**src/rtl/spi_rb_pkg.sv**
```systemverilog
package spi_rb_pkg;
  typedef enum logic [1:0] {
    ST_CMD    = 2'd0,
    ST_ADDR   = 2'd1,
    ST_DATA   = 2'd2,
    ST_IGNORE = 2'd3
  } rb_state_e;
endpackage

```
**src/rtl/spi_rb_sync.sv**
```systemverilog
module spi_rb_sync #(
  parameter int STAGES = 2
) (
  input  logic clk,
  input  logic rst_n,
  input  logic sclk_i,
  input  logic cs_n_i,
  input  logic mosi_i,
  output logic sclk_rise,
  output logic sclk_fall,
  output logic cs_n_s,
  output logic mosi_s
);
  localparam int TOP = STAGES - 1;

  logic [STAGES-1:0] sclk_p, cs_p, mosi_p;
  logic              sclk_last;

  always_ff @(posedge clk or negedge rst_n) begin
    if (!rst_n) begin
      sclk_p    <= '0;
      cs_p      <= '1;
      mosi_p    <= '0;
      sclk_last <= 1'b0;
    end else begin
      sclk_p    <= {sclk_p[TOP-1:0], sclk_i};
      cs_p      <= {cs_p[TOP-1:0], cs_n_i};
      mosi_p    <= {mosi_p[TOP-1:0], mosi_i};
      sclk_last <= sclk_p[TOP];
    end
  end

  assign sclk_rise = sclk_p[TOP] & ~sclk_last;
  assign sclk_fall = ~sclk_p[TOP] & sclk_last;
  assign cs_n_s    = cs_p[TOP];
  assign mosi_s    = mosi_p[TOP];
endmodule

```
**src/rtl/spi_rb_proto.sv**
```systemverilog
module spi_rb_proto
  import spi_rb_pkg::*;
#(
  parameter int                DATA_W   = 8,
  parameter int                ADDR_W   = 8,
  parameter int                NUM_REGS = 198,
  parameter logic [DATA_W-1:0] CMD_RD   = 8'h03,
  parameter logic [DATA_W-1:0] CMD_WR   = 8'h02
) (
  input  logic              clk,
  input  logic              rst_n,
  input  logic              cs_n_s,
  input  logic              sclk_rise,
  input  logic              sclk_fall,
  input  logic              mosi_s,
  output logic [ADDR_W-1:0] rd_addr,
  input  logic [DATA_W-1:0] rd_data,
  output logic              wr_stb,
  output logic [ADDR_W-1:0] wr_addr,
  output logic [DATA_W-1:0] wr_data,
  output logic              miso_q
);
  localparam int                CNT_W     = $clog2(DATA_W);
  localparam logic [CNT_W-1:0]  LAST_BIT  = CNT_W'(DATA_W - 1);
  localparam logic [ADDR_W-1:0] LAST_ADDR = ADDR_W'(NUM_REGS - 1);
  localparam logic [DATA_W-1:0] REGS_B    = DATA_W'(NUM_REGS);

  rb_state_e         st;
  logic [CNT_W-1:0]  bit_cnt;
  logic [DATA_W-1:0] rx_sh, tx_sh;
  logic [ADDR_W-1:0] addr;
  logic              is_rd;

  logic [DATA_W-1:0] rx_byte;
  logic              byte_done;
  logic [ADDR_W-1:0] addr_inc, start_addr;

  assign rx_byte    = {rx_sh[DATA_W-2:0], mosi_s};
  assign byte_done  = sclk_rise && (bit_cnt == LAST_BIT);
  assign addr_inc   = (addr == LAST_ADDR) ? '0 : addr + 1'b1;
  assign start_addr = (rx_byte < REGS_B) ? ADDR_W'(rx_byte) : '0;
  assign rd_addr    = (st == ST_ADDR) ? start_addr : addr_inc;

  always_ff @(posedge clk or negedge rst_n) begin
    if (!rst_n) begin
      st      <= ST_CMD;
      bit_cnt <= '0;
      rx_sh   <= '0;
      tx_sh   <= '0;
      addr    <= '0;
      is_rd   <= 1'b0;
      miso_q  <= 1'b0;
      wr_stb  <= 1'b0;
      wr_addr <= '0;
      wr_data <= '0;
    end else if (cs_n_s) begin
      st      <= ST_CMD;
      bit_cnt <= '0;
      rx_sh   <= '0;
      tx_sh   <= '0;
      is_rd   <= 1'b0;
      miso_q  <= 1'b0;
      wr_stb  <= 1'b0;
    end else begin
      wr_stb <= 1'b0;
      if (sclk_rise) begin
        bit_cnt <= bit_cnt + 1'b1;
        rx_sh   <= rx_byte;
      end
      if (byte_done) begin
        unique case (st)
          ST_CMD: begin
            if (rx_byte == CMD_RD) begin
              st    <= ST_ADDR;
              is_rd <= 1'b1;
            end else if (rx_byte == CMD_WR) begin
              st    <= ST_ADDR;
              is_rd <= 1'b0;
            end else begin
              st <= ST_IGNORE;
            end
          end
          ST_ADDR: begin
            st   <= ST_DATA;
            addr <= start_addr;
            if (is_rd) tx_sh <= rd_data;
          end
          ST_DATA: begin
            addr <= addr_inc;
            if (is_rd) begin
              tx_sh <= rd_data;
            end else begin
              wr_stb  <= 1'b1;
              wr_addr <= addr;
              wr_data <= rx_byte;
            end
          end
          default: st <= ST_IGNORE;
        endcase
      end
      if (sclk_fall && st == ST_DATA && is_rd) begin
        miso_q <= tx_sh[DATA_W-1];
        tx_sh  <= {tx_sh[DATA_W-2:0], 1'b0};
      end
    end
  end


  wr_stb_pulse_chk: assert property (@(posedge clk) disable iff (!rst_n)
    wr_stb |=> !wr_stb);


  wr_stb_origin_chk: assert property (@(posedge clk) disable iff (!rst_n)
    wr_stb |-> ($past(st) == ST_DATA && !$past(is_rd)));


  cs_abort_chk: assert property (@(posedge clk) disable iff (!rst_n)
    cs_n_s |=> (st == ST_CMD && bit_cnt == '0 && !wr_stb));


  ignore_quiet_chk: assert property (@(posedge clk) disable iff (!rst_n)
    (st == ST_IGNORE) |-> (!miso_q && !wr_stb));


  addr_wrap_chk: assert property (@(posedge clk) disable iff (!rst_n)
    (!cs_n_s && byte_done && st == ST_DATA && addr == LAST_ADDR) |=> (addr == '0));
endmodule

```
**src/rtl/spi_rb_regfile.sv**
```systemverilog
module spi_rb_regfile #(
  parameter int                DATA_W   = 8,
  parameter int                ADDR_W   = 8,
  parameter int                NUM_REGS = 198,
  parameter logic [DATA_W-1:0] RST_XOR  = 8'h5A
) (
  input  logic              clk,
  input  logic              rst_n,
  input  logic              wr_stb,
  input  logic [ADDR_W-1:0] wr_addr,
  input  logic [DATA_W-1:0] wr_data,
  input  logic [ADDR_W-1:0] rd_addr,
  output logic [DATA_W-1:0] rd_data
);
  localparam logic [ADDR_W-1:0] REGS_A = ADDR_W'(NUM_REGS);

  logic [DATA_W-1:0] mem [NUM_REGS];

  always_ff @(posedge clk or negedge rst_n) begin
    if (!rst_n) begin
      for (int i = 0; i < NUM_REGS; i++) mem[i] <= DATA_W'(i) ^ RST_XOR;
    end else if (wr_stb && wr_addr < REGS_A) begin
      mem[wr_addr] <= wr_data;
    end
  end

  assign rd_data = (rd_addr < REGS_A) ? mem[rd_addr] : '0;


  wr_addr_range_chk: assert property (@(posedge clk) disable iff (!rst_n)
    wr_stb |-> (wr_addr < REGS_A));
endmodule

```
**src/rtl/spi_regbridge.sv**
```systemverilog
module spi_regbridge #(
  parameter int        DATA_W   = 8,
  parameter int        NUM_REGS = 198,
  parameter int        STAGES   = 2,
  parameter logic [7:0] CMD_RD  = 8'h03,
  parameter logic [7:0] CMD_WR  = 8'h02,
  parameter logic [7:0] RST_XOR = 8'h5A
) (
  input  logic       clk,
  input  logic       rst_n,
  input  logic       spi_sclk,
  input  logic       spi_cs_n,
  input  logic       spi_mosi,
  output logic       spi_miso,
  output logic       spi_miso_oe,
  output logic       wr_stb,
  output logic [7:0] wr_addr,
  output logic [7:0] wr_data
);
  localparam int ADDR_W = 8;

  logic              sclk_rise, sclk_fall, cs_n_s, mosi_s, miso_q;
  logic [ADDR_W-1:0] rd_addr;
  logic [DATA_W-1:0] rd_data;

  spi_rb_sync #(.STAGES(STAGES)) u_sync (
    .clk       (clk),
    .rst_n     (rst_n),
    .sclk_i    (spi_sclk),
    .cs_n_i    (spi_cs_n),
    .mosi_i    (spi_mosi),
    .sclk_rise (sclk_rise),
    .sclk_fall (sclk_fall),
    .cs_n_s    (cs_n_s),
    .mosi_s    (mosi_s)
  );

  spi_rb_proto #(
    .DATA_W   (DATA_W),
    .ADDR_W   (ADDR_W),
    .NUM_REGS (NUM_REGS),
    .CMD_RD   (CMD_RD),
    .CMD_WR   (CMD_WR)
  ) u_proto (
    .clk       (clk),
    .rst_n     (rst_n),
    .cs_n_s    (cs_n_s),
    .sclk_rise (sclk_rise),
    .sclk_fall (sclk_fall),
    .mosi_s    (mosi_s),
    .rd_addr   (rd_addr),
    .rd_data   (rd_data),
    .wr_stb    (wr_stb),
    .wr_addr   (wr_addr),
    .wr_data   (wr_data),
    .miso_q    (miso_q)
  );

  spi_rb_regfile #(
    .DATA_W   (DATA_W),
    .ADDR_W   (ADDR_W),
    .NUM_REGS (NUM_REGS),
    .RST_XOR  (RST_XOR)
  ) u_regs (
    .clk     (clk),
    .rst_n   (rst_n),
    .wr_stb  (wr_stb),
    .wr_addr (wr_addr),
    .wr_data (wr_data),
    .rd_addr (rd_addr),
    .rd_data (rd_data)
  );

  assign spi_miso_oe = ~cs_n_s;
  assign spi_miso    = miso_q & ~cs_n_s;


  miso_idle_chk: assert property (@(posedge clk) disable iff (!rst_n)
    !spi_miso_oe |-> !spi_miso);
endmodule

```
**config.mk**
```make
export PLATFORM = sky130hd
export DESIGN_NAME = spi_regbridge
export DESIGN_NICKNAME = d
export VERILOG_FILES = /design/src/rtl/spi_rb_pkg.sv /design/src/rtl/spi_rb_sync.sv /design/src/rtl/spi_rb_proto.sv /design/src/rtl/spi_rb_regfile.sv /design/src/rtl/spi_regbridge.sv
export SDC_FILE = /design/constraint.sdc
export NUM_CORES = 2
export LEC_CHECK = 0
export ABC_AREA = 1
export BUFFER_PORTS_ARGS = -buffer_cell sky130_fd_sc_hd__buf_4
export CAP_MARGIN = 25
export CORE_ASPECT_RATIO = 0.8
export CORE_MARGIN = 5
export CORE_UTILIZATION = 50
export DETAILED_ROUTE_END_ITERATION = 10
export PLACE_DENSITY_LB_ADDON = 0.2
export SLEW_MARGIN = 20
export SYNTH_ARGS = -nofsm -noshare
export SYNTH_HDL_FRONTEND = slang
export SYNTH_SLANG_ARGS = --single-unit
```
**constraint.sdc**
```tcl
create_clock -name clk -period 3.2 [get_ports clk]
set_input_delay 0.64 -clock clk [delete_from_list [all_inputs] [get_ports clk]]
set_output_delay 0.64 -clock clk [all_outputs]
set_load 0.05 [all_outputs]
```
==> run summary <==
Status: complete, no violations
Reg clk slew, reported paths: 0.06 ns
CTS sink count: 1638
Mux cell area share after synthesis: 0.00152
Synth Area in Simple Gates: 0.226
Initial core utilization: 0.503
Worst setup SP type: register
Seq/Total Area, Yosys: 0.533
Tcrit/Tclk final: 0.996
Tot GR Track Use: 0.302
Critical path type: reg -> reg
Antenna Nets Post-Route: 0
Final setup viols: 0
Xor-xnor portion of the synthesized cell area: 0
PD cells: 461 mW/mm2
Post-synth ARST share: 1.00
Main synth FF type: dfrtp_1
Combinational family with the most area after synthesis: simple AND/OR/NAND/NOR gates
Drt first pass iters: 8
Worst Setup EP: u_proto.tx_sh[6]$_DFFE_PN0P_
Net count, final: 9847
Std cell rows: 130
Global placement routability congestion: 0.958
Synth Register Bits: 1638
Capturing element type of the critical path: register
Peak VDD IR: 0.587 mV
Reg-to-reg slack, setup: 0.01 ns
H-tree depth: 4
Worst clock skew: 0.0334 ns
HP Class: reg -> reg
DR DRC count: 0
Count of pins over their slew limit: 0
Gate Count Post-Synth: 9917
Post-Synth Adder-Cell Area: 0.00111
Vias in the first global route: 63800
DR vias: 69100
Clock Tree Root: clkbuf_16
CP startpoint: u_proto.addr[4]$_DFFE_PN0P_
Synth Area in Compound Gates: 0.162
Mapped Area: 0.0788 mm2
R2R cell count: 23
Slew headroom: 0.347
Hold Fails Final Rpt: 0
Max Cap Viol: 0
Fmax: 314 MHz
Final setup TNS: 0 ns
Fraction of layout cells with a size suffix above 1: 0.180
I/O Buffers: 23
Initial antenna violation count: 6
Area grow syn2layout: 16.1%
Final period demand of the worst path: 3.19 ns
Synth unique cells: 48
RSZ-0062 raised after global routing: yes
Pin count of the biggest net entering global routing: 113
Worst slew pin tran: 0.973 ns
Tot Pwr: 42.2 mW
Mapped Avg Cell Area: 7.95 um2
CP Max Fanout: 22
Clock Path Buffers: 3
Leak: 39.5 nW
Worst skew pair latency: 0.83 ns
Die Width: 454 um
Dpl hpwl: 158000 um
Vias per cell: 5.72
Filler Cell Count: 14000
Yosys Warn Count: 0
Die extent in y: 365 um
Worst r2r src: u_proto.addr[4]$_DFFE_PN0P_
Inserted Clock Buffers: 169
Iter 0 DRT Violations: 9272
Post-synth EDFFs: 0
Wire per inst: 21.8 um
Reg2reg end: u_proto.tx_sh[6]$_DFFE_PN0P_
WL final: 264000 um
Worst Path Required: 3.92 ns
Global-route wire length before repair: 389000 um
IO Count: 24
Die ar.: 0.166 mm2
Grt total ovfl: 0
Net count after synthesis: 9929
CTS tree: built
Core Area: 0.157 mm2
Critical Path AT: 3.91 ns
==> placed cells by master, fill, tap and decap left out, drive strengths merged <==
master       instances
ha                   7
o31ai                3
and2                28
clkinvlp             1
bufinv              13
a21oi              239
dlygate4sd3          4
buf                438
nor2               475
inv                759
a22o                 2
or2                 54
o21a                57
o22a                 1
o21ai             1990
o211ai             133
bufbuf               2
clkbuf             305
diode                2
nand2             3107
o22ai                9
a22oi                1
dfstp              797
a211oi               1
nor4                 8
nand3              476
nand3b             168
a31oi                2
dfrtp              841
clkinv              39
nand4                5
o221ai               1
nor3                 4
mux2i               12
==> logic make-up (layout without fill, tap and decap cells) <==
family / count (synthesis) / after routing
buffers and inverters: 1498 / 1561
AOI/OAI and AO/OA: 2439 / 2439
adders and majority gates: 7 / 7
DFF: 1638 / 1638
and+or+nand+nor: 4323 / 4325
muxes: 12 / 12
other: 0 / 2
==> critical path: stages, from the launching register on <==
cell and delay (ns):
dfrtp_1 0.40, inv_2 0.06, nand2_1 0.04, nor2_1 0.16
buf_4 0.16, nand2_4 0.07, nand3_4 0.12, nand2_8 0.16
buf_12 0.20, clkbuf_16 0.17, clkbuf_16 0.19, or2_2 0.29
nand2_1 0.08, nand3_1 0.12, nand2_1 0.12, nand3_2 0.10
nand3_4 0.12, nand3_1 0.11, nand2_2 0.11, nand2_2 0.06
nand2_1 0.07, nand2_1 0.04, nand2_1 0.06, nand2_1 0.05
==> synth_stat cells (15+ instances only) <==
cell type  number  area, um2
nand3b_1      168       1260
dfstp_2       797      20900
nor2_1        472       1770
o21ai_1        63        315
dfrtp_1       841      21000
and2_1         28        175
o21ai_0      1925       9630
buf_2         148        741
buf_6          27        304
nand3_1       472       2360
clkbuf_1      518       1940
a21oi_1       235       1180
o21a_1         57        428
o211ai_1      133        998
buf_1          30        113
nand2_1      3099      11600
buf_4          15        113
or2_2          46        288
inv_1         738       2770
==> what timing repair did <==
action                                  4_1_cts  5_1_grt
hold buffers                                  4        0
cloned                                        3       42
setup buffers                                 3       52
pin swaps                                     2       52
endpoints found under the hold margin        33        0
gates resized for setup                      32      234
endpoints found under the setup margin        8       57
==> stage by stage <==
step | util | hold slack (ns) | instance area (um2) | worst slack, ns | instances
6_report | 0.584 | 0.359 | 91500 | 0.0133 | 12100
5_1_grt | 0.584 | 0.375 | 91500 | -0.0689 | 12100
4_1_cts | 0.567 | 0.360 | 88900 | -0.0200 | 12000
3_5_place_dp | 0.528 | 0.346 | 82800 | -0.267 | 11700
3_3_place_gp | 0.528 | 0.336 | 82800 | -0.309 | 11700
2_1_floorplan | - | 0.331 | 78800 | 0.685 | 9917
==> cell type report <==
type	count	area [um2]	area share
Antenna cell	2	5.00	0.0000547
Clock buffer	266	5200	0.0568
Clock inverter	52	648	0.00708
Inverter	760	2980	0.0325
Multi-Input combinational cell	6783	31700	0.346
Sequential cell	1638	42000	0.459
Tap cell	2112	2640	0.0289
Timing Repair Buffer	483	6380	0.0697
==> where the power goes <==
group / total (mW) / switching (mW) / internal, mW
clock network: 20.8 / 8.63 / 12.2
registers: 20.8 / 0.0129 / 20.8
logic: 0.586 / 0.475 / 0.111
total: 42.2 / 9.11 / 33.1
==> metal layers <==
layer	part of all wire	GRT usage	up-vias
li1	-	-	31800
met1	0.44	0.450	33600
met2	0.42	0.432	3213
met3	0.11	0.0769	451
met4	0.032	0.0968	0
met5	0	0.00260	-
==> state kept, by name (all words and copies together), names as in the netlist, 3 cells and up <==
register	count
u_proto.bit_cnt	3
u_proto.wr_data	8
u_proto.addr	8
u_proto.wr_addr	8
u_regs.mem	1584
u_proto.rx_sh	7
u_proto.tx_sh	8
==> how the worst min path moves through the flow <==
stage / startpoint / cells after the start / slack (ns) / endpoint
after floorplan: u_sync.mosi_p[0]$_DFF_PN0_ / 0 / 0.33 / u_sync.mosi_p[1]$_DFF_PN0_
after global placement: u_sync.mosi_p[0]$_DFF_PN0_ / 0 / 0.34 / u_sync.mosi_p[1]$_DFF_PN0_
after detailed placement: u_sync.mosi_p[0]$_DFF_PN0_ / 0 / 0.35 / u_sync.mosi_p[1]$_DFF_PN0_
after CTS: u_sync.mosi_p[0]$_DFF_PN0_ / 0 / 0.36 / u_sync.mosi_p[1]$_DFF_PN0_
after global routing: u_sync.mosi_p[0]$_DFF_PN0_ / 0 / 0.38 / u_sync.mosi_p[1]$_DFF_PN0_
final: u_sync.mosi_p[0]$_DFF_PN0_ / 0 / 0.36 / u_sync.mosi_p[1]$_DFF_PN0_
No activity file was read; power rests on OpenSTA's default activity.
